## src/rtl/baud_gen_pkg.sv

```systemverilog
package baud_gen_pkg;
  localparam int unsigned CD_WIDTH_DEF   = 16;
  localparam int unsigned BD_WIDTH_DEF   = 8;
  localparam int unsigned PRESCALE_DEF   = 8;
  localparam int unsigned BD_FLOOR_DEF   = 4;
endpackage

```

## src/rtl/baud_prescaler.sv

```systemverilog
module baud_prescaler #(
  parameter int unsigned PRE_DIV = baud_gen_pkg::PRESCALE_DEF
) (
  input  logic clk,
  input  logic rst,
  input  logic sel_in,
  input  logic reload,
  output logic pre_en
);
  generate
    if (PRE_DIV > 1) begin : g_div
      localparam int unsigned PW = $clog2(PRE_DIV);
      localparam logic [PW-1:0] LAST = PW'(PRE_DIV - 1);
      logic          sel_q;
      logic [PW-1:0] pcnt;

      always_ff @(posedge clk) begin
        if (rst) begin
          sel_q <= 1'b0;
          pcnt  <= '0;
        end else if (reload) begin
          sel_q <= sel_in;
          pcnt  <= '0;
        end else if (sel_q) begin
          pcnt  <= (pcnt == LAST) ? '0 : pcnt + 1'b1;
        end
      end

      assign pre_en = !sel_q || (pcnt == LAST);

      // the prescale choice only moves at a divisor boundary
      assert_sel_hold_R8: assert property (@(posedge clk) disable iff (rst)
        !reload |=> $stable(sel_q));
      // a divided enable never repeats on back-to-back clocks
      assert_pre_gap_R3: assert property (@(posedge clk) disable iff (rst)
        (sel_q && pre_en && !reload) |=> !pre_en);
    end else begin : g_nodiv
      assign pre_en = 1'b1;
    end
  endgenerate
endmodule

```

## src/rtl/baud_cd_div.sv

```systemverilog
module baud_cd_div #(
  parameter int unsigned CD_W = baud_gen_pkg::CD_WIDTH_DEF
) (
  input  logic            clk,
  input  logic            rst,
  input  logic            en,
  input  logic [CD_W-1:0] cd_in,
  output logic            idle,
  output logic            wrap,
  output logic            tick_q
);
  logic [CD_W-1:0] cd_q;
  logic [CD_W-1:0] cnt;

  assign idle = (cd_q == '0);
  assign wrap = !idle && en && (cnt == CD_W'(1));

  always_ff @(posedge clk) begin
    if (rst) begin
      cd_q   <= '0;
      cnt    <= '0;
      tick_q <= 1'b0;
    end else begin
      tick_q <= wrap;
      if (idle || wrap) begin
        cd_q <= cd_in;
        cnt  <= cd_in;
      end else if (en) begin
        cnt  <= cnt - 1'b1;
      end
    end
  end

  // the down counter stays within the latched period while running
  assert_cnt_range_R2: assert property (@(posedge clk) disable iff (rst)
    !idle |-> (cnt != '0) && (cnt <= cd_q));
  // the latched divisor is held for the whole period
  assert_cd_hold_R8: assert property (@(posedge clk) disable iff (rst)
    !(idle || wrap) |=> $stable(cd_q));
  // a parked divider emits nothing on the following clock
  assert_idle_quiet_R7: assert property (@(posedge clk) disable iff (rst)
    idle |=> !tick_q);
endmodule

```

## src/rtl/baud_bit_div.sv

```systemverilog
module baud_bit_div #(
  parameter int unsigned BD_W   = baud_gen_pkg::BD_WIDTH_DEF,
  parameter int unsigned BD_MIN = baud_gen_pkg::BD_FLOOR_DEF
) (
  input  logic            clk,
  input  logic            rst,
  input  logic            idle,
  input  logic            step,
  input  logic [BD_W-1:0] bd_in,
  output logic            tick_q
);
  localparam int unsigned CW = BD_W + 1;
  localparam logic [BD_W-1:0] FLOOR = BD_W'(BD_MIN);

  logic [BD_W-1:0] bd_q;
  logic [BD_W-1:0] bd_eff;
  logic [CW-1:0]   bcnt;
  logic [CW-1:0]   span;

  assign bd_eff = (bd_in < FLOOR) ? FLOOR : bd_in;
  assign span   = {1'b0, bd_eff} + CW'(1);

  always_ff @(posedge clk) begin
    if (rst) begin
      bd_q   <= FLOOR;
      bcnt   <= {1'b0, FLOOR} + CW'(1);
      tick_q <= 1'b0;
    end else if (idle) begin
      bd_q   <= bd_eff;
      bcnt   <= span;
      tick_q <= 1'b0;
    end else if (step) begin
      tick_q <= (bcnt == CW'(1));
      if (bcnt == CW'(1)) begin
        bd_q <= bd_eff;
        bcnt <= span;
      end else begin
        bcnt <= bcnt - 1'b1;
      end
    end else begin
      tick_q <= 1'b0;
    end
  end

  // the latched bit divisor never drops under the floor
  assert_bdiv_floor_R6: assert property (@(posedge clk) disable iff (rst)
    bd_q >= FLOOR);
  // the sample count stays within one bit period
  assert_bcnt_range_R4: assert property (@(posedge clk) disable iff (rst)
    (bcnt != '0) && (bcnt <= {1'b0, bd_q} + CW'(1)));
  // the bit divisor changes only at a bit boundary or while parked
  assert_bd_hold_R8: assert property (@(posedge clk) disable iff (rst)
    !(idle || (step && bcnt == CW'(1))) |=> $stable(bd_q));
endmodule

```

## src/rtl/baud_tick_gen.sv

```systemverilog
module baud_tick_gen #(
  parameter int unsigned CD_W    = baud_gen_pkg::CD_WIDTH_DEF,
  parameter int unsigned BD_W    = baud_gen_pkg::BD_WIDTH_DEF,
  parameter int unsigned PRE_DIV = baud_gen_pkg::PRESCALE_DEF,
  parameter int unsigned BD_MIN  = baud_gen_pkg::BD_FLOOR_DEF
) (
  input  logic            clk,
  input  logic            rst,
  input  logic            prescale_en,
  input  logic [CD_W-1:0] cd_val,
  input  logic [BD_W-1:0] bdiv_val,
  output logic            sample_tick,
  output logic            baud_tick
);
  logic pre_en;
  logic cd_idle;
  logic cd_wrap;

  baud_prescaler #(.PRE_DIV(PRE_DIV)) u_pre (
    .clk    (clk),
    .rst    (rst),
    .sel_in (prescale_en),
    .reload (cd_idle || cd_wrap),
    .pre_en (pre_en)
  );

  baud_cd_div #(.CD_W(CD_W)) u_cd (
    .clk    (clk),
    .rst    (rst),
    .en     (pre_en),
    .cd_in  (cd_val),
    .idle   (cd_idle),
    .wrap   (cd_wrap),
    .tick_q (sample_tick)
  );

  baud_bit_div #(.BD_W(BD_W), .BD_MIN(BD_MIN)) u_bit (
    .clk    (clk),
    .rst    (rst),
    .idle   (cd_idle),
    .step   (cd_wrap),
    .bd_in  (bdiv_val),
    .tick_q (baud_tick)
  );

  // a bit strobe always lands on a sample strobe
  assert_baud_on_sample_R5: assert property (@(posedge clk) disable iff (rst)
    baud_tick |-> sample_tick);
  // strobes stay low in the first clock after reset
  assert_reset_quiet_R1: assert property (@(posedge clk)
    $past(rst) |-> !sample_tick && !baud_tick);
endmodule

```

## config.mk

```make
export PLATFORM = sky130hd
export DESIGN_NAME = baud_tick_gen
export DESIGN_NICKNAME = d
export VERILOG_FILES = /design/src/rtl/baud_gen_pkg.sv /design/src/rtl/baud_prescaler.sv /design/src/rtl/baud_cd_div.sv /design/src/rtl/baud_bit_div.sv /design/src/rtl/baud_tick_gen.sv
export SDC_FILE = /design/constraint.sdc
export NUM_CORES = 1
export LEC_CHECK = 0
export ABC_AREA = 1
export ABC_CLOCK_PERIOD_IN_PS = 2800
export CORE_MARGIN = 1
export CORE_UTILIZATION = 47
export CTS_CLUSTER_DIAMETER = 150
export CTS_CLUSTER_SIZE = 8
export DETAILED_ROUTE_END_ITERATION = 10
export PLACE_DENSITY_LB_ADDON = 0.1
export SETUP_SLACK_MARGIN = 0.2
export SYNTH_ARGS = -nofsm -noshare
export SYNTH_HDL_FRONTEND = slang
export SYNTH_HIERARCHICAL = 1
export SYNTH_SLANG_ARGS = --single-unit
```

## constraint.sdc

```tcl
create_clock -name clk -period 2.8 [get_ports clk]
set_clock_uncertainty 0.05 [all_clocks]
set_input_delay 0.84 -clock clk [delete_from_list [all_inputs] [get_ports clk]]
set_output_delay 0.84 -clock clk [all_outputs]
set_load 0.01 [all_outputs]
```

==> load_flow_metrics.sql, run 1 <==
INSERT INTO impl_metrics (metric_group, metric, value, unit) VALUES
('clock_network', 'cts_resized', '0', ''),
('layout', 'fillCellCount', '557', ''),
('critical_path', 'critical_path.endpoint_type', 'flip-flop', ''),
('power_and_ir_drop', 'power.leakage', '1.47', 'nW'),
('power_and_ir_drop', 'share_comb_of_total_power', '52.9', '%'),
('clock_network', 'number_of_clock_sinks', '47', ''),
('power_and_ir_drop', 'share_seq_of_total_power', '30.2', '%'),
('critical_path', 'crit_required', '2950', 'ps'),
('synthesis', 'postSynthRegisterBits', '47', ''),
('clock_network', 'clock_latency', '310', 'ps'),
('drt', 'drt_iter0_markers', '135', ''),
('layout', 'multi_input_area', '1580', 'um2'),
('synthesis', 'synth_nets', '470', ''),
('placement', 'io_buffer_count', '28', ''),
('floorplan', 'row_count', '27', ''),
('timing', 'setup-tns-final', '0', 'ps'),
('synthesis', 'post_synth_instance_area', '2790', 'um2'),
('timing', 'rsz0062_at_grt', 'no', ''),
('floorplan', 'die_w', '79.1', 'um'),
('critical_path', 'critPathArrivalTime', '2510', 'ps'),
('floorplan', 'design.core.area', '5610', 'um2'),
('synthesis', 'synth_cells', '436', ''),
('power_and_ir_drop', 'p_sw_share', '46.4', '%'),
('clock_network', 'cts-root-to-sink-buffers', '2', ''),
('synthesis', 'yosys_warnings', '6', ''),
('outcome', 'run_status', 'finished, final reports clean', ''),
('floorplan', 'initial_utilization', '49.8', '%'),
('critical_path', 'timing.reg2reg.setup_slack', '730', 'ps'),
('layout', 'layout.area.seq', '941', 'um2'),
('floorplan', 'io_pins', '29', ''),
('clock_network', 'post_cts.repair.setup_buffers', '0', ''),
('layout', 'final_cells', '542', ''),
('floorplan', 'die_height', '79.1', 'um'),
('timing', 'fin_ws', '431', 'ps'),
('synthesis', 'yosys.area_share.xor_xnor', '0.940', '%'),
('drt', 'detail-route-antenna-nets', '0', ''),
('timing', 'report.final.slew_viol_count', '0', ''),
('layout', 'final_nets', '503', ''),
('timing', 'maxSlewHeadroom', '67.6', '%'),
('layout', 'area.growth.synth_to_final', '17.1', '%'),
('synthesis', 'synth.avg_cell_area', '6.41', 'um2'),
('layout', 'final_layout_size_suffix_gt1_share', '10.6', '%'),
('synthesis', 'synthAdderAreaFrac', '3.13', '%'),
('timing', 'finalHoldViolations', '0', ''),
('timing', 'tightest_slew', '484', 'ps'),
('critical_path', 'setup.worst_path.class', 'in2reg', ''),
('critical_path', 'start_kind', 'primary input', ''),
('global_routing', 'groute.usage.overall', '23.2', '%'),
('timing', 'fin_crit_sh', '84.6', '%'),
('drt', 'drt_drc_violations_left', '0', ''),
('power_and_ir_drop', 'clockPowerShare', '16.9', '%'),
('worst_hold_path', 'holdCritStartpoint', 'u_cd/cd_q[15]', ''),
('synthesis', 'synth_simple_gate_area_share', '36.9', '%'),
('clock_network', 'numCtsBuffers', '5', ''),
('drt', 'vias_per_cell', '5.21', ''),
('synthesis', 'number_of_distinct_standard_cells_referenced_by_the_synthesized_netlist', '26', ''),
('clock_network', 'cts_max_level', '2', ''),
('clock_network', 'cts_hold_buffers', '0', ''),
('drt', 'detail_route.first_pass.iterations', '5', ''),
('synthesis', 'largest_family_of_logic_cells_by_synthesized_area', 'simple AND/OR/NAND/NOR gates', ''),
('clock_network', 'clk_pin_slew_worst_paths', '90', 'ps'),
('layout', 'leading_cell_type_in_the_layout_fill_and_taps_excluded', 'sky130_fd_sc_hd__nand2_1', ''),
('worst_hold_path', 'worst_hold_path_type', 'reg2reg', ''),
('timing', 'clock.fmax', '0.422', 'GHz'),
('global_routing', 'global_route_wire_length_before_repair', '11.6', 'mm'),
('layout', 'antenna_cells_inserted', '0', ''),
('placement', 'finalWeightedCongestion', '0.890', ''),
('timing', 'worst_hold_slack', '414', 'ps'),
('placement', 'dp_cells', '534', ''),
('drt', 'drt-total-wl', '6.68', 'mm'),
('clock_network', 'tritoncts_clock_tree', 'built', '');
cell usage after synthesis:
library cell	n	area share, %
sky130_fd_sc_hd__clkbuf_1	6	0.81
sky130_fd_sc_hd__nor4_1	1	0.22
sky130_fd_sc_hd__ha_1	7	3.1
sky130_fd_sc_hd__o211ai_1	2	0.54
sky130_fd_sc_hd__nand2_2	12	2.7
sky130_fd_sc_hd__a21oi_1	48	8.6
sky130_fd_sc_hd__nand4_1	9	2.0
sky130_fd_sc_hd__buf_6	3	1.2
sky130_fd_sc_hd__nand3b_1	4	1.1
sky130_fd_sc_hd__buf_4	1	0.27
sky130_fd_sc_hd__nor2_2	11	2.5
sky130_fd_sc_hd__buf_12	1	0.72
sky130_fd_sc_hd__inv_1	46	6.2
sky130_fd_sc_hd__nor2_1	50	6.7
sky130_fd_sc_hd__o21ai_0	31	5.6
sky130_fd_sc_hd__xnor2_1	2	0.63
sky130_fd_sc_hd__nor3_1	1	0.18
sky130_fd_sc_hd__nand3_2	3	1.1
sky130_fd_sc_hd__nand2_1	112	15
sky130_fd_sc_hd__a21oi_2	2	0.63
sky130_fd_sc_hd__nand3_1	30	5.4
sky130_fd_sc_hd__o21ai_1	1	0.18
sky130_fd_sc_hd__buf_2	1	0.18
sky130_fd_sc_hd__inv_2	4	0.54
sky130_fd_sc_hd__dfxtp_1	47	34
sky130_fd_sc_hd__xor2_1	1	0.31
logic make-up after synthesis:
| logic type | Yosys count |
|---|---|
| and+or+nand+nor | 233 |
| xor gates and xnor gates | 3 |
| AOI/OAI and AO/OA | 84 |
| buffers and inverters | 62 |
| adders and majority gates | 7 |
| DFF | 47 |
per-layer routing:
layer | vias up | share of wire, % | GRT usage, %
met5 | - | 0 | 0
met4 | 0 | 1.6 | 8.18
met3 | 12 | 4.0 | 3.22
met2 | 63 | 49 | 42.2
met1 | 1277 | 45 | 27.5
li1 | 1474 | - | -
final timing paths:
kind | endpoint | depth (start not counted)
max | u_bit/bcnt[6] | 12
min | u_cd/cd_q[15] | 2
max reg2reg | u_cd/cnt[10] | 12
min reg2reg | u_cd/cd_q[15] | 2
area by class of cell:
class	count	share of cell area, %
Clock buffer	6	2.52
Clock inverter	2	1.19
Timing Repair Buffer	38	10.9
Tap cell	72	2.75
Sequential cell	47	28.8
Multi-Input combinational cell	327	48.2
Inverter	50	5.74
stage by stage:
| step | util (%) | power, W | instance area [um2] |
|---|---|---|---|
| floorplan | - | 0.00232 | 2790 |
| global placement | 56.2 | 0.00263 | 3150 |
| detailed placement | 56.2 | 0.00266 | 3150 |
| CTS | 58.3 | 0.00321 | 3270 |
| global route | 58.3 | 0.00351 | 3270 |
| finish | 58.3 | 0.00319 | 3270 |
sequential cells by signal, summed over array words and instances, names as in the netlist:
| register | count |
|---|---|
| u_pre/g_div.sel_q | 1 |
| u_cd/cnt | 16 |
| u_pre/g_div.pcnt | 3 |
| u_bit/bcnt | 9 |
| u_cd/cd_q | 16 |
| u_cd/tick_q | 1 |
| u_bit/tick_q | 1 |
worst max-delay path: stages:
cell	delay, ps
sky130_fd_sc_hd__clkdlybuf4s50_1	470
sky130_fd_sc_hd__nor2_1	160
sky130_fd_sc_hd__nand3_2	160
sky130_fd_sc_hd__nand2_1	140
sky130_fd_sc_hd__inv_1	50
sky130_fd_sc_hd__ha_1	210
sky130_fd_sc_hd__nand4_1	120
sky130_fd_sc_hd__inv_1	60
sky130_fd_sc_hd__nand3b_1	80
sky130_fd_sc_hd__nand3_1	70
sky130_fd_sc_hd__nand3_1	90
sky130_fd_sc_hd__a21oi_1	60
power groups by stage:
stage / sequential, W / combinational [W] / clock [W]
2_1_floorplan: 0.000937 / 0.00139 / 0
3_3_place_gp: 0.000971 / 0.00166 / 0
3_5_place_dp: 0.000972 / 0.00168 / 0
4_1_cts: 0.000960 / 0.00170 / 0.000545
5_1_grt: 0.000984 / 0.00196 / 0.000571
6_report: 0.000962 / 0.00169 / 0.000538
(Power assumes the default switching activity.)
==> run 2, diff against run 1 <==
ABC_CLOCK_PERIOD_IN_PS = 1900   (was 2800)
clock period = 1.9 ns   (was 2.8 ns; I/O delays follow)
==> run 2 against run 1 <==
Compared with the run above:
- critical path depth unchanged
- register-to-register slack got worse by 630 ps
- final cell count increased by 6.1%
- global-route usage increased by 0.20 points
- hold slack improved by 3.4 ps
- sequential cell count unchanged
- largest cell class unchanged
==> load_flow_metrics.sql, run 2 (same netlist as run 1, synthesis figures left out) <==
INSERT INTO impl_metrics (metric_group, metric, value, unit) VALUES
('critical_path', 'worstPathMaxFanout', '9', ''),
('placement', 'finalWeightedCongestion', '0.860', ''),
('clock_network', 'tritoncts_clock_tree', 'built', ''),
('clock_network', 'cts_max_level', '2', ''),
('clock_network', 'cts_hold_buffers', '0', ''),
('layout', 'final_area', '3810', 'um2'),
('power_and_ir_drop', 'power.density_cell_area', '1450', 'nW/um2'),
('critical_path', 'crit_required', '2080', 'ps'),
('layout', 'area.growth.synth_to_final', '36.4', '%'),
('critical_path', 'critical-path-max-stage-delay', '360', 'ps'),
('drt', 'drt-total-wl', '7.54', 'mm'),
('layout', 'final_cell_mix', '103 x sky130_fd_sc_hd__nand2_1, 46 x sky130_fd_sc_hd__nor2_1, 45 x sky130_fd_sc_hd__dfxtp_1', ''),
('clock_network', 'clk_root_buffer_cell', 'sky130_fd_sc_hd__clkbuf_8', ''),
('clock_network', 'numCtsBuffers', '5', ''),
('critical_path', 'setup.worst_path.class', 'reg2reg', ''),
('drt', 'drt_iter0_markers', '157', ''),
('timing', 'fin_ws', '100', 'ps'),
('drt', 'dr_total_vias', '2982', ''),
('timing', 'rsz0062_at_grt', 'yes', ''),
('outcome', 'run_status', 'finished, final reports clean', ''),
('layout', 'antenna_cells_inserted', '0', ''),
('clock_network', 'cts-root-to-sink-buffers', '2', ''),
('floorplan', 'design.core.area', '5610', 'um2'),
('floorplan', 'io_pins', '29', ''),
('power_and_ir_drop', 'vdd.ir_drop.worst', '688', 'uV'),
('layout', 'leading_cell_type_in_the_layout_fill_and_taps_excluded', 'sky130_fd_sc_hd__nand2_1', ''),
('timing', 'report.final.slew_viol_count', '0', ''),
('floorplan', 'initial_utilization', '49.8', '%'),
('drt', 'routed_wire_length_per_instance', '13.1', 'um'),
('timing', 'clock.fmax', '0.556', 'GHz'),
('layout', 'final_layout_size_suffix_gt1_share', '23.5', '%'),
('global_routing', 'total_congestion_overflow_after_global_routing', '0', ''),
('power_and_ir_drop', 'power.leakage', '1.70', 'nW'),
('placement', 'detailed_place.area', '3310', 'um2'),
('critical_path', 'rr_endpoint', 'u_cd/cnt[4]', ''),
('timing', 'maxSlewHeadroom', '79.9', '%'),
('clock_network', 'clk_pin_slew_worst_paths', '90', 'ps'),
('placement', 'detailedPlace.worstSlack', '-332', 'ps'),
('floorplan', 'fp.dieArea', '6260', 'um2'),
('global_routing', 'groute.usage.overall', '23.4', '%'),
('layout', 'biggestRegsByFlops', 'u_cd/cd_q (16), u_cd/cnt (16), u_bit/bcnt (9)', ''),
('drt', 'vias_per_cell', '5.19', ''),
('global_routing', 'global_route_wire_length_before_repair', '11.6', 'mm'),
('timing', 'finalHoldViolations', '0', ''),
('critical_path', 'critical_path.startpoint', 'u_pre/g_div.pcnt[1]', ''),
('timing', 'setup_viol', '0', ''),
('layout', 'final_nets', '536', ''),
('placement', 'io_buffer_count', '28', ''),
('critical_path', 'cpMaxStageDelayCell', 'sky130_fd_sc_hd__dfxtp_2', ''),
('clock_network', 'clock_latency', '300', 'ps'),
('drt', 'drt_drc_violations_left', '0', ''),
('floorplan', 'die_w', '79.1', 'um'),
('global_routing', 'number_of_antenna_violations_at_the_first_check_in_global_routing', '0', ''),
('critical_path', 'critical_path.cell_chain', 'ha_4 -> ha_4 -> inv_4 -> nand2_4 -> nand3_4 -> nor2_4 -> nand3_4 -> buf_12 -> nand2_8 -> clkbuf_16 -> nand2_2 -> a21oi_1', ''),
('critical_path', 'critPathArrivalTime', '1980', 'ps'),
('critical_path', 'critical_path.endpoint', 'u_cd/cnt[4]', ''),
('global_routing', 'grt_start_max_net_pins', '20', ''),
('clock_network', 'number_of_clock_sinks', '47', ''),
('timing', 'period_minus_ws_final', '1800', 'ps'),
('floorplan', 'die_height', '79.1', 'um'),
('drt', 'detail_route.first_pass.iterations', '4', ''),
('critical_path', 'start_kind', 'flip-flop', ''),
('critical_path', 'critical_path.endpoint_type', 'flip-flop', ''),
('critical_path', 'ff2ff_path_depth', '12', ''),
('worst_hold_path', 'worst_hold_path_type', 'reg2reg', ''),
('timing', 'tightest_slew', '301', 'ps'),
('job', 'max_cap_violations', '0', ''),
('floorplan', 'row_count', '27', ''),
('critical_path', 'crit-reg2reg-launch', 'u_pre/g_div.pcnt[1]', ''),
('placement', 'detailed_place_hpwl', '4.98', 'mm'),
('global_routing', 'first_global_vias', '2683', ''),
('drt', 'detail-route-antenna-nets', '0', ''),
('critical_path', 'timing.reg2reg.setup_slack', '100', 'ps'),
('timing', 'setup-tns-final', '0', 'ps'),
('timing', 'fin_crit_sh', '94.7', '%');
-- run 2: cell count changes in the layout (fill, tap and decap cells not counted), sizes merged --
cell           change
clkdlybuf4s50     -10
buf               +30
clkdlybuf4s15      +2
bufinv             -1
clkbuf             +4
clkinvlp           +1
clkinv             +1
dlygate4sd2        +8
inv                -2
-- run 2: worst min path at each step --
stage | startpoint | to | cells past startpoint
2_1_floorplan | u_cd/cd_q[10] | u_cd/cd_q[10] | 2
3_3_place_gp | u_cd/cd_q[11] | u_cd/cd_q[11] | 2
3_5_place_dp | u_cd/cd_q[12] | u_cd/cd_q[12] | 2
4_1_cts | u_cd/cd_q[2] | u_cd/cd_q[2] | 2
5_1_grt | u_cd/cd_q[1] | u_cd/cd_q[1] | 2
6_report | u_cd/cd_q[7] | u_cd/cd_q[7] | 2
-- run 2: metal layers --
metal | GRT usage, % | vias to the layer above | share of wire (%) | routed length (um)
li1 | - | 1538 | - | -
met1 | 29.7 | 1357 | 44 | 3310
met2 | 40.5 | 73 | 50 | 3760
met3 | 3.68 | 14 | 4.5 | 341
met4 | 6.91 | 0 | 1.8 | 133
met5 | 0 | - | 0 | 0
-- run 2: where the power goes --
group          switching, W  leakage (nW)  total [W]  internal [W]
combinational       0.00200          1.27    0.00345       0.00144
clock              0.000338        0.0484   0.000636      0.000299
sequential         0.000211         0.386    0.00143       0.00122
total               0.00255          1.70    0.00551       0.00296
-- run 2: critical path, delay by kind of cell (launching register included) --
family / cells / cell delay, ps
flip-flops: 1 / 360
buffers and inverters: 3 / 370
adder cells (fa/ha/maj): 2 / 260
AO/OA/AOI/OAI: 1 / 160
AND/OR/NAND/NOR: 6 / 540
-- run 2: timing repair --
item	4_1_cts	5_1_grt
pin swaps	10	22
endpoints found under the setup margin	48	46
resized for setup	26	45
setup buffers	5	8
endpoints found under the hold margin	0	0
cloned	1	3
-- run 2: through the flow --
step                      power, W  std cells  hold slack [ps]  utilization (%)
final                      0.00551        575              417             67.9
after global routing       0.00596        575              440             67.9
after CTS                  0.00487        564              417             62.3
after detailed placement   0.00410        550              404             59.1
after global placement     0.00406        550              398             59.1
after floorplan            0.00344        436              389                -
-- run 2: cell type report --
type / instances / area [um2]
fillers: 511 / 1800
multi-input cells: 327 / 1780
flip-flops and latches: 47 / 943
repair buffers: 71 / 698
inverters: 50 / 206
well taps: 72 / 90.1
clock buffers: 7 / 86.3
clock inverters: 1 / 8.76
==> run 3, diff against run 2 <==
CORE_ASPECT_RATIO = 1.2   (was unset)
CORE_UTILIZATION = 32   (was 47)
==> run 3 against run 2 <==
Compared with the run above:
- register-to-register slack hardly changed
- non-clock buffer count is 12 lower
- sequential power hardly changed
- sequential cell count stayed put
- sequential share of layout area is 1.0 points higher
- combinational power is 8.4% lower
- fmax is 0.81% higher
- largest cell class unchanged
==> load_flow_metrics.sql, run 3 (same netlist as run 1, synthesis figures left out) <==
INSERT INTO impl_metrics (metric_group, metric, value, unit) VALUES
('global_routing', 'grt_start_max_net_pins', '23', ''),
('power_and_ir_drop', 'share_comb_of_total_power', '60.4', '%'),
('critical_path', 'crit_required', '2080', 'ps'),
('timing', 'maxSlewHeadroom', '65.8', '%'),
('layout', 'fillCellCount', '922', ''),
('layout', 'final_layout_size_suffix_gt1_share', '19.8', '%'),
('clock_network', 'tritoncts_clock_tree', 'built', ''),
('drt', 'routed_wire_length_per_instance', '12.5', 'um'),
('power_and_ir_drop', 'p_total', '0.00523', 'W'),
('power_and_ir_drop', 'total_switching_power', '0.00244', 'W'),
('critical_path', 'critPathArrivalTime', '1970', 'ps'),
('layout', 'biggestRegsByFlops', 'u_cd/cd_q (16), u_cd/cnt (16), u_bit/bcnt (9)', ''),
('placement', 'finalWeightedCongestion', '0.844', ''),
('drt', 'drt-total-wl', '7.62', 'mm'),
('layout', 'final_nets', '524', ''),
('placement', 'detailed_place_hpwl', '5.51', 'mm'),
('floorplan', 'die_height', '104', 'um'),
('global_routing', 'total_congestion_overflow_after_global_routing', '0', ''),
('floorplan', 'io_pins', '29', ''),
('power_and_ir_drop', 'p_sw_share', '46.6', '%'),
('clock_network', 'numCtsBuffers', '5', ''),
('global_routing', 'global_route_wire_length_before_repair', '12.6', 'mm'),
('layout', 'final_cells', '608', ''),
('layout', 'leading_cell_type_in_the_layout_fill_and_taps_excluded', 'sky130_fd_sc_hd__nand2_1', ''),
('clock_network', 'clk_root_buffer_cell', 'sky130_fd_sc_hd__clkbuf_8', ''),
('drt', 'detail-route-antenna-nets', '0', ''),
('critical_path', 'start_kind', 'flip-flop', ''),
('worst_hold_path', 'worst_hold_path_type', 'reg2reg', ''),
('floorplan', 'design.core.area', '8520', 'um2'),
('critical_path', 'setup.worst_path.class', 'reg2reg', ''),
('outcome', 'run_status', 'finished, final reports clean', ''),
('global_routing', 'number_of_antenna_violations_at_the_first_check_in_global_routing', '0', ''),
('power_and_ir_drop', 'vdd.ir_drop.worst', '603', 'uV'),
('floorplan', 'initial_utilization', '32.8', '%'),
('global_routing', 'groute.usage.overall', '17.5', '%'),
('floorplan', 'row_count', '37', ''),
('floorplan', 'die_w', '87.3', 'um'),
('placement', 'dp_cells', '597', ''),
('layout', 'final_cell_mix', '109 x sky130_fd_sc_hd__nand2_1, 45 x sky130_fd_sc_hd__a21oi_1, 44 x sky130_fd_sc_hd__nor2_1, 44 x sky130_fd_sc_hd__dfxtp_1, 40 x sky130_fd_sc_hd__inv_1', ''),
('job', 'max_cap_violations', '0', ''),
('critical_path', 'critical_path.startpoint', 'u_pre/g_div.pcnt[0]', ''),
('timing', 'finalHoldViolations', '0', ''),
('worst_hold_path', 'holdCritStartpoint', 'u_cd/cd_q[8]', ''),
('timing', 'fin_crit_sh', '94.0', '%'),
('critical_path', 'crit-reg2reg-launch', 'u_pre/g_div.pcnt[0]', ''),
('critical_path', 'critical_path.endpoint_type', 'flip-flop', ''),
('layout', 'area.growth.synth_to_final', '31.1', '%'),
('drt', 'vias_per_cell', '4.75', ''),
('power_and_ir_drop', 'power.density_cell_area', '1430', 'nW/um2'),
('floorplan', 'fp.dieArea', '9110', 'um2'),
('clock_network', 'cts_hold_buffers', '0', ''),
('timing', 'rsz0062_at_grt', 'yes', ''),
('critical_path', 'worstPathMaxFanout', '7', ''),
('power_and_ir_drop', 'share_seq_of_total_power', '27.2', '%'),
('power_and_ir_drop', 'clockPowerShare', '12.4', '%'),
('clock_network', 'cts_max_level', '2', ''),
('drt', 'drt_drc_violations_left', '0', ''),
('drt', 'detail_route.first_pass.iterations', '4', ''),
('clock_network', 'cts-root-to-sink-buffers', '2', ''),
('power_and_ir_drop', 'internal_power', '0.00279', 'W'),
('clock_network', 'number_of_clock_sinks', '47', ''),
('drt', 'drt_iter0_markers', '146', ''),
('timing', 'setup_viol', '0', ''),
('placement', 'io_buffer_count', '28', ''),
('timing', 'report.final.slew_viol_count', '0', ''),
('drt', 'dr_total_vias', '2887', ''),
('timing', 'tightest_slew', '511', 'ps'),
('timing', 'clock.fmax', '0.560', 'GHz'),
('clock_network', 'clock_latency', '300', 'ps'),
('layout', 'antenna_cells_inserted', '0', ''),
('power_and_ir_drop', 'power.leakage', '1.60', 'nW'),
('timing', 'period_minus_ws_final', '1790', 'ps'),
('clock_network', 'clk_pin_slew_worst_paths', '90', 'ps'),
('global_routing', 'first_global_vias', '2714', '');
[run 3: cell types whose count changed in the layout (fill, tap and decap cells not counted), sizes merged]
cell / before / now
buf: 40 / 31
clkbuf: 10 / 6
clkdlybuf4s15: 2 / 0
clkdlybuf4s50: 18 / 19
dlygate4sd2: 8 / 9
inv: 49 / 50
[run 3: routing by layer]
| layer | vias up | global-route usage [%] | part of all wire, % |
|---|---|---|---|
| met5 | - | 0 | 0 |
| met4 | 0 | 4.68 | 1.0 |
| met3 | 6 | 2.62 | 2.7 |
| met2 | 40 | 31.7 | 52 |
| met1 | 1319 | 20.9 | 44 |
| li1 | 1522 | - | - |
[run 3: final timing paths]
check / end / slack (ps) / cells past startpoint
setup reg to reg: u_bit/bcnt[8] / 110 / 13
setup / recovery: u_bit/bcnt[8] / 110 / 13
hold / removal: u_cd/cd_q[8] / 410 / 2
hold reg to reg: u_cd/cd_q[8] / 410 / 2
[run 3: power by group through the flow]
stage               logic, W  registers, W  clock network, W
floorplan            0.00206       0.00138                 0
global placement     0.00282       0.00143                 0
detailed placement   0.00283       0.00143                 0
CTS                  0.00311       0.00142          0.000682
global route         0.00358       0.00146          0.000714
finish               0.00316       0.00142          0.000651
[run 3: what timing repair did]
action,CTS,global route
buffers inserted,2,0
pin swaps,13,8
endpoints found under the hold margin,0,0
cloned,1,0
endpoints found under the setup margin,48,46
gates resized for setup,32,15
[run 3: final cells by class]
class | instances | area, um2 | share of cell area (%)
repair buffers | 59 | 563 | 15.4
flip-flops and latches | 47 | 945 | 25.8
clock buffers | 6 | 82.6 | 2.25
clock inverters | 2 | 16.3 | 0.444
well taps | 117 | 146 | 4.00
multi-input cells | 327 | 1710 | 46.7
inverters | 50 | 198 | 5.40
[run 3: critical path, stage by stage, from the launching register on]
cell	delay (ps)
sky130_fd_sc_hd__dfxtp_2	360
sky130_fd_sc_hd__ha_4	140
sky130_fd_sc_hd__ha_4	110
sky130_fd_sc_hd__inv_2	30
sky130_fd_sc_hd__nand2_2	70
sky130_fd_sc_hd__nand3_2	90
sky130_fd_sc_hd__nor2_4	110
sky130_fd_sc_hd__nand3_4	130
sky130_fd_sc_hd__nor2_4	150
sky130_fd_sc_hd__nor2_4	70
sky130_fd_sc_hd__buf_6	130
sky130_fd_sc_hd__a21oi_2	90
sky130_fd_sc_hd__nand2_1	60
sky130_fd_sc_hd__a21oi_1	110
[run 3: per-stage QoR]
step	util [%]	setup TNS (ps)	worst slack, ps	hold WS [ps]	cell area, um2
after floorplan	-	0	194	389	2820
after global placement	40.0	-1400	-289	399	3410
after detailed placement	40.0	-1680	-349	401	3410
after CTS	42.6	0	69.7	414	3630
after global routing	43.0	0	7.69	444	3660
final	43.0	0	115	414	3660
